[src/rtl/codec_ctl_pkg.sv]
package codec_ctl_pkg;

    localparam int WORD_W  = 32;
    localparam int ADDR_W  = 7;
    localparam int TAG_W   = 8;
    localparam int DATA_W  = 16;
    localparam int NUM_RDY = 2;

    // Control word; field positions are the host's programming contract.
    typedef struct packed {
        logic              rd;        // 31
        logic [ADDR_W-1:0] addr;      // 30:24
        logic [1:0]        spare_hi;  // 23:22
        logic              pd_pri;    // 21
        logic              pd_sec;    // 20
        logic              spare_mid; // 19
        logic              shut;      // 18
        logic              warm;      // 17
        logic              pend;      // 16
        logic [DATA_W-1:0] data;      // 15:0
    } ctrl_t;

    // Status word presented to the host.
    typedef struct packed {
        logic [TAG_W-1:0]  tag;       // 31:24
        logic              rdy_pri;   // 23
        logic              rdy_sec;   // 22
        logic [3:0]        zero_a;    // 21:18
        logic              fresh;     // 17
        logic              zero_b;    // 16
        logic [DATA_W-1:0] data;      // 15:0
    } status_t;

    // Outgoing command slot.
    typedef struct packed {
        logic              vld;
        logic              rd;
        logic [ADDR_W-1:0] addr;
        logic [DATA_W-1:0] data;
    } cmd_slot_t;

    function automatic status_t build_status(
        input logic [TAG_W-1:0]  tag,
        input logic [NUM_RDY-1:0] rdy,
        input logic              fresh,
        input logic [DATA_W-1:0] data
    );
        status_t s;
        s         = '0;
        s.tag     = tag;
        s.rdy_pri = rdy[0];
        s.rdy_sec = rdy[1];
        s.fresh   = fresh;
        s.data    = data;
        return s;
    endfunction

    function automatic logic tag_hits(
        input logic [TAG_W-1:0]  tag,
        input logic [ADDR_W-1:0] addr
    );
        return tag == {{(TAG_W-ADDR_W){1'b0}}, addr};
    endfunction

endpackage

[src/rtl/codec_cmd_reg.sv]
module codec_cmd_reg
    import codec_ctl_pkg::*;
(
    input  logic      clk,
    input  logic      rst,
    input  logic      wr_en,
    input  ctrl_t     wr_word,
    input  logic      frame_strobe,
    output ctrl_t     ctrl_q,
    output cmd_slot_t slot_q,
    output logic      warm_q
);

    logic launch;
    assign launch = ctrl_q.pend && frame_strobe;

    always_ff @(posedge clk) begin
        if (rst) begin
            ctrl_q <= '0;
            slot_q <= '0;
            warm_q <= 1'b0;
        end else begin
            slot_q.vld <= 1'b0;
            warm_q     <= 1'b0;
            if (launch) begin
                if (ctrl_q.warm) begin
                    warm_q <= 1'b1;
                end else begin
                    slot_q.vld  <= 1'b1;
                    slot_q.rd   <= ctrl_q.rd;
                    slot_q.addr <= ctrl_q.addr;
                    slot_q.data <= ctrl_q.data;
                end
                ctrl_q.pend <= 1'b0;
                ctrl_q.warm <= 1'b0;
            end else if (wr_en && !ctrl_q.pend) begin
                ctrl_q <= wr_word;
            end
        end
    end

endmodule

[src/rtl/codec_status_cap.sv]
module codec_status_cap
    import codec_ctl_pkg::*;
(
    input  logic              clk,
    input  logic              rst,
    input  cmd_slot_t         sent,
    input  logic              sts_vld,
    input  logic [TAG_W-1:0]  sts_tag,
    input  logic [DATA_W-1:0] sts_data,
    input  logic              host_clr,
    output logic [TAG_W-1:0]  tag_q,
    output logic [DATA_W-1:0] data_q,
    output logic              fresh_q
);

    logic              await_q;
    logic [ADDR_W-1:0] want_q;
    logic              hit;

    assign hit = sts_vld && await_q && tag_hits(sts_tag, want_q);

    always_ff @(posedge clk) begin
        if (rst) begin
            tag_q   <= '0;
            data_q  <= '0;
            fresh_q <= 1'b0;
            await_q <= 1'b0;
            want_q  <= '0;
        end else begin
            if (sts_vld) begin
                tag_q  <= sts_tag;
                data_q <= sts_data;
            end
            if (hit)
                fresh_q <= 1'b1;
            else if (host_clr)
                fresh_q <= 1'b0;
            if (sent.vld && sent.rd) begin
                await_q <= 1'b1;
                want_q  <= sent.addr;
            end else if (hit) begin
                await_q <= 1'b0;
            end
        end
    end

endmodule

[src/rtl/codec_rdy_sync.sv]
module codec_rdy_sync #(
    parameter int WIDTH  = 2,
    parameter int STAGES = 2
) (
    input  logic             clk,
    input  logic             rst,
    input  logic [WIDTH-1:0] din,
    output logic [WIDTH-1:0] dout
);

    generate
        if (STAGES == 0) begin : g_bypass
            assign dout = din;
        end else begin : g_chain
            logic [STAGES-1:0][WIDTH-1:0] pipe;
            for (genvar s = 0; s < STAGES; s++) begin : g_stage
                always_ff @(posedge clk) begin
                    if (rst)
                        pipe[s] <= '0;
                    else if (s == 0)
                        pipe[s] <= din;
                    else
                        pipe[s] <= pipe[(s == 0) ? 0 : s-1];
                end
            end
            assign dout = pipe[STAGES-1];
        end
    endgenerate

endmodule

[src/rtl/codec_reg_access_ctl.sv]
module codec_reg_access_ctl
    import codec_ctl_pkg::*;
#(
    parameter int SYNC_STAGES = 2
) (
    input  logic        clk,
    input  logic        rst,
    input  logic        host_wr,
    input  logic        host_rd,
    input  logic        host_sel,
    input  logic [31:0] host_wdata,
    output logic [31:0] host_rdata,
    input  logic        frame_strobe,
    output logic        slot_cmd_vld,
    output logic        slot_cmd_rd,
    output logic [6:0]  slot_cmd_addr,
    output logic [15:0] slot_cmd_data,
    output logic        link_warm_rst,
    output logic        link_shutdown,
    output logic        pwrdn_pri,
    output logic        pwrdn_sec,
    input  logic        slot_sts_vld,
    input  logic [7:0]  slot_sts_tag,
    input  logic [15:0] slot_sts_data,
    input  logic        codec_rdy_pri,
    input  logic        codec_rdy_sec
);

    ctrl_t             ctrl_q;
    cmd_slot_t         slot_q;
    logic              warm_q;
    logic [TAG_W-1:0]  sts_tag_q;
    logic [DATA_W-1:0] sts_data_q;
    logic              sts_fresh;
    logic [NUM_RDY-1:0] rdy_s;
    logic              ctrl_wr;
    logic              sts_clr;
    status_t           sts_word;

    assign ctrl_wr = host_wr && !host_sel;
    assign sts_clr = host_rd && host_sel;

    codec_cmd_reg u_cmd (
        .clk          (clk),
        .rst          (rst),
        .wr_en        (ctrl_wr),
        .wr_word      (ctrl_t'(host_wdata)),
        .frame_strobe (frame_strobe),
        .ctrl_q       (ctrl_q),
        .slot_q       (slot_q),
        .warm_q       (warm_q)
    );

    codec_status_cap u_sts (
        .clk      (clk),
        .rst      (rst),
        .sent     (slot_q),
        .sts_vld  (slot_sts_vld),
        .sts_tag  (slot_sts_tag),
        .sts_data (slot_sts_data),
        .host_clr (sts_clr),
        .tag_q    (sts_tag_q),
        .data_q   (sts_data_q),
        .fresh_q  (sts_fresh)
    );

    codec_rdy_sync #(
        .WIDTH  (NUM_RDY),
        .STAGES (SYNC_STAGES)
    ) u_rdy (
        .clk  (clk),
        .rst  (rst),
        .din  ({codec_rdy_sec, codec_rdy_pri}),
        .dout (rdy_s)
    );

    assign sts_word   = build_status(sts_tag_q, rdy_s, sts_fresh, sts_data_q);
    assign host_rdata = host_sel ? 32'(sts_word) : 32'(ctrl_q);

    assign slot_cmd_vld  = slot_q.vld;
    assign slot_cmd_rd   = slot_q.rd;
    assign slot_cmd_addr = slot_q.addr;
    assign slot_cmd_data = slot_q.data;
    assign link_warm_rst = warm_q;
    assign link_shutdown = ctrl_q.shut;
    assign pwrdn_pri     = ctrl_q.pd_pri;
    assign pwrdn_sec     = ctrl_q.pd_sec;

endmodule

[config.mk]
export PLATFORM = sky130hd
export DESIGN_NAME = codec_reg_access_ctl
export DESIGN_NICKNAME = d
export VERILOG_FILES = /design/src/rtl/codec_ctl_pkg.sv /design/src/rtl/codec_cmd_reg.sv /design/src/rtl/codec_status_cap.sv /design/src/rtl/codec_rdy_sync.sv /design/src/rtl/codec_reg_access_ctl.sv
export SDC_FILE = /design/constraint.sdc
export NUM_CORES = 1
export LEC_CHECK = 0
export CAP_MARGIN = 20
export CORE_MARGIN = 2
export CORE_UTILIZATION = 41
export DETAILED_ROUTE_END_ITERATION = 6
export PLACE_DENSITY = 0.76
export RECOVER_POWER = 25
export SETUP_SLACK_MARGIN = 0.2
export SLEW_MARGIN = 20
export SYNTH_ARGS = -nofsm -noshare
export SYNTH_HDL_FRONTEND = slang
export SYNTH_SLANG_ARGS = --single-unit
[constraint.sdc]
create_clock -name clk -period 1.19 [get_ports clk]
set_input_delay 0.119 -clock clk [delete_from_list [all_inputs] [get_ports clk]]
set_output_delay 0.119 -clock clk [all_outputs]
set_load 0.01 [all_outputs]
==> impl_results.md <==
* Outcome: finished, violations left
* Failing checks: negative setup slack
* Cts hold-fix bufs at 0
* Ys async rst share at 0%
* Worst slew pin tran at 0.642 ns
* Dominant cell type by area after synthesis: dfxtp_1
* H-tree Lvls at 3
* Die area at 0.00986 mm2
* Placed cell count at 665
* Vias in the first global route at 3,511
* Final hold violation count at 0
* Clk pwr share at 31.4%
* Via density per instance at 4.97
* Post-synth EDFFs at 0
* Largest net degree at the start of global routing at 30
* I/O Buffers at 125
* Most used flip-flop cell after synthesis: dfxtp_1
* Internal power at 4.81 mW
* Worst Skew at 0.00725 ns
* Crit. End Element: output port
* Avg Cell Area, Syn at 8.81 um2
* Initial antenna violation count at 0
* Seq pwr share at 51.3%
* Required time worst endpoint at 1.07 ns
* CTS tree: done
* Endpoint, Worst Hold: u_sts.await_q
* Fillers at 661
* Layout cells sized above 1 at 51.1%
* Final worst-path cycle share at 102%
* Placer Congestion at 0.778
* Reg area at 0.00200 mm2
* Crit Path Max Fanout at 2
* Peak per-stage delay on the critical path at 0.34 ns
* Post-DP HPWL at 7130 um
* Drt drc at 0
* All-Layer GR Usage at 21.6%
* Worst IR drop on VDD at 731 uV
* Gate power share at 17.4%
* Routed via count at 3,542
* Post-synth design cell area at 0.00372 mm2
* Area grow syn2layout at 65.0%
* Crit-path slowest cell: dfxtp_2
* PwrDens at 1060 mW/mm2
* Reg2Reg Setup Slack at 0 ns
* Final min period at 1.21 ns
* Worst-Skew Late Latency at 0.36 ns
* Ys Warns at 0
* Max Transition Viols Final at 0
* Max-Cap Viols at 0
* Rel. slew slack at 57.2%
* Clock tree buffer depth at 2
* Synth cell types at 27
* Crit path launch: u_cmd.ctrl_q[15]
* RSZ-0062 raised after global routing: yes
* Starting Density at 42.5%
* Kind of critical path: flop to output port
* P_leak at 2.67 nW
* Commonest non-fill, non-tap cell in the layout: nand2_1
* Total grt overflow at 0
* Net Sw Power at 1.74 mW
* FF+latch count, synth at 95
* Starting DRC count in detailed routing at 76
* CTS Root Cell: clkbuf_8
* Num ports at 126
* Clock transition at path regs at 0.10 ns
* Cells after Synth at 423
* Footprint of the multi-input gates at 0.00200 mm2
* Worst setup margin at -0.0215 ns
* Non-Filler Instances at 713
* Sw frac at 26.5%
* Post-route ant nets at 0
* CTS buffer count at 9
* Final WL at 11,200 um
* Core box area at 0.00876 mm2
* Synthesized netlist net count at 488
* Clock tree sinks at 95
* First-pass iteration count of the detailed router at 4
* Wirelength per Cell at 15.7 um
* Critical path data arrival time at 1.09 ns
* NumNets Final at 665
* Leading cell types in the layout, fill and taps excluded: nand2_1 (98), dfxtp_2 (72), clkdlybuf4s50_1 (61), buf_4 (51)
* Pre-CTS WS at -0.329 ns
* Rows at 34
* N_diodes at 0
* Hold Path Depth at 4
* Max Fclk at 0.825 GHz
* Top cells by area, synth: dfxtp_1 (51%), nand2_1 (12%), a21oi_1 (8.3%)
* Post-synth top area share at 51.1%
* Worst reg2reg path startpoint: u_cmd.ctrl_q[16]
* Critical path cell sequence: mux2_4 -> buf_6
* Reg2Reg Capture Point: u_cmd.ctrl_q[10]
* Type of origin of the critical path: flop
* Global-route wire length before repair at 17,000 um
* DIE WIDTH at 99.3 um
* Sequential area share after synthesis at 51.1%
* Hold_sp: slot_sts_vld
* Die height at 99.3 um
* Worst hold path type: primary input to flop
* Worst R2R Path Depth at 6
* # setup viols final at 19
## layout make-up
class	count	area share [%]
multi-input cells	296	32.5
flip-flops and latches	95	32.5
repair buffers	198	29.7
clock buffers	10	2.24
well taps	108	2.20
clock inverters	6	0.855
## worst max-delay path, delay by kind of cell (launching register included)
family | cells | cell delay (ns)
DFF | 1 | 0.34
muxes | 1 | 0.28
buffers and inverters | 1 | 0.12
## per-stage QoR
stage	power, mW	setup TNS (ns)	utilization (%)	hold slack (ns)	area [um2]
4_1_cts	6.45	-0.567	65.6	0.145	5750
5_1_grt	6.77	-1.85	70.1	0.271	6150
6_report	6.55	-0.124	70.1	0.250	6150
3_5_place_dp	4.34	-12.34	61.1	0.425	5350
2_1_floorplan	3.80	0	-	0.235	3770
3_3_place_gp	4.32	-10.72	61.1	0.421	5350
## logic make-up after synthesis
logic type             share of synthesized area [%]
buffers and inverters                           4.53
AO/OA/AOI/OAI                                   9.20
AND/OR/NAND/NOR                                 18.9
flip-flops                                      51.1
multiplexers                                    14.6
XOR/XNOR                                        1.65
## worst max-delay path by stage
stage                       end  slack, ns
5_1_grt        u_cmd.ctrl_q[13]      -0.06
4_1_cts          host_rdata[15]      -0.04
2_1_floorplan   u_cmd.slot_q[0]       0.09
3_5_place_dp      u_sts.await_q      -0.33
6_report         host_rdata[15]      -0.02
3_3_place_gp      u_sts.await_q      -0.29
## synth_stat cells, drive strengths merged (2+ instances only)
cell / instances
a21oi: 62
buf: 18
clkbuf: 14
dfxtp: 95
mux2: 27
mux2i: 24
nand2: 120
nand3: 7
nor2: 28
nor2b: 10
xnor2: 5
xor2: 2
## timing repair
item                       4_1_cts  5_1_grt
gates cloned                     2        1
hold endpoints to repair         0        0
pin swaps                        3       18
buffers inserted                20        9
setup endpoints to repair      127       98
resized for setup              357       97
## layer usage
| layer | GRT usage (%) | vias up | part of all wire (%) |
|---|---|---|---|
| met4 | 5.37 | 0 | 1.2 |
| met1 | 25.8 | 1686 | 40 |
| met2 | 39.4 | 102 | 54 |
| met5 | 0 | - | 0 |
| met3 | 4.85 | 12 | 4.8 |
| li1 | - | 1742 | - |
## state kept, by name, summed over array words and instances, names as in the netlist
register            count
u_cmd.ctrl_q           32
u_cmd.slot_q           25
u_cmd.warm_q            1
u_rdy.dout              2
u_rdy.g_chain.pipe      2
u_sts.await_q           1
u_sts.data_q           16
u_sts.fresh_q           1
u_sts.tag_q             8
u_sts.want_q            7
## power by group through the flow
stage | logic [mW] | clock network [mW] | registers (mW)
after floorplan | 0.395 | 0 | 3.41
after global placement | 0.903 | 0 | 3.41
after detailed placement | 0.918 | 0 | 3.42
after CTS | 1.01 | 2.09 | 3.35
after global routing | 1.21 | 2.19 | 3.37
final | 1.14 | 2.05 | 3.36
Note: power is estimated with default switching activity, not from simulation.
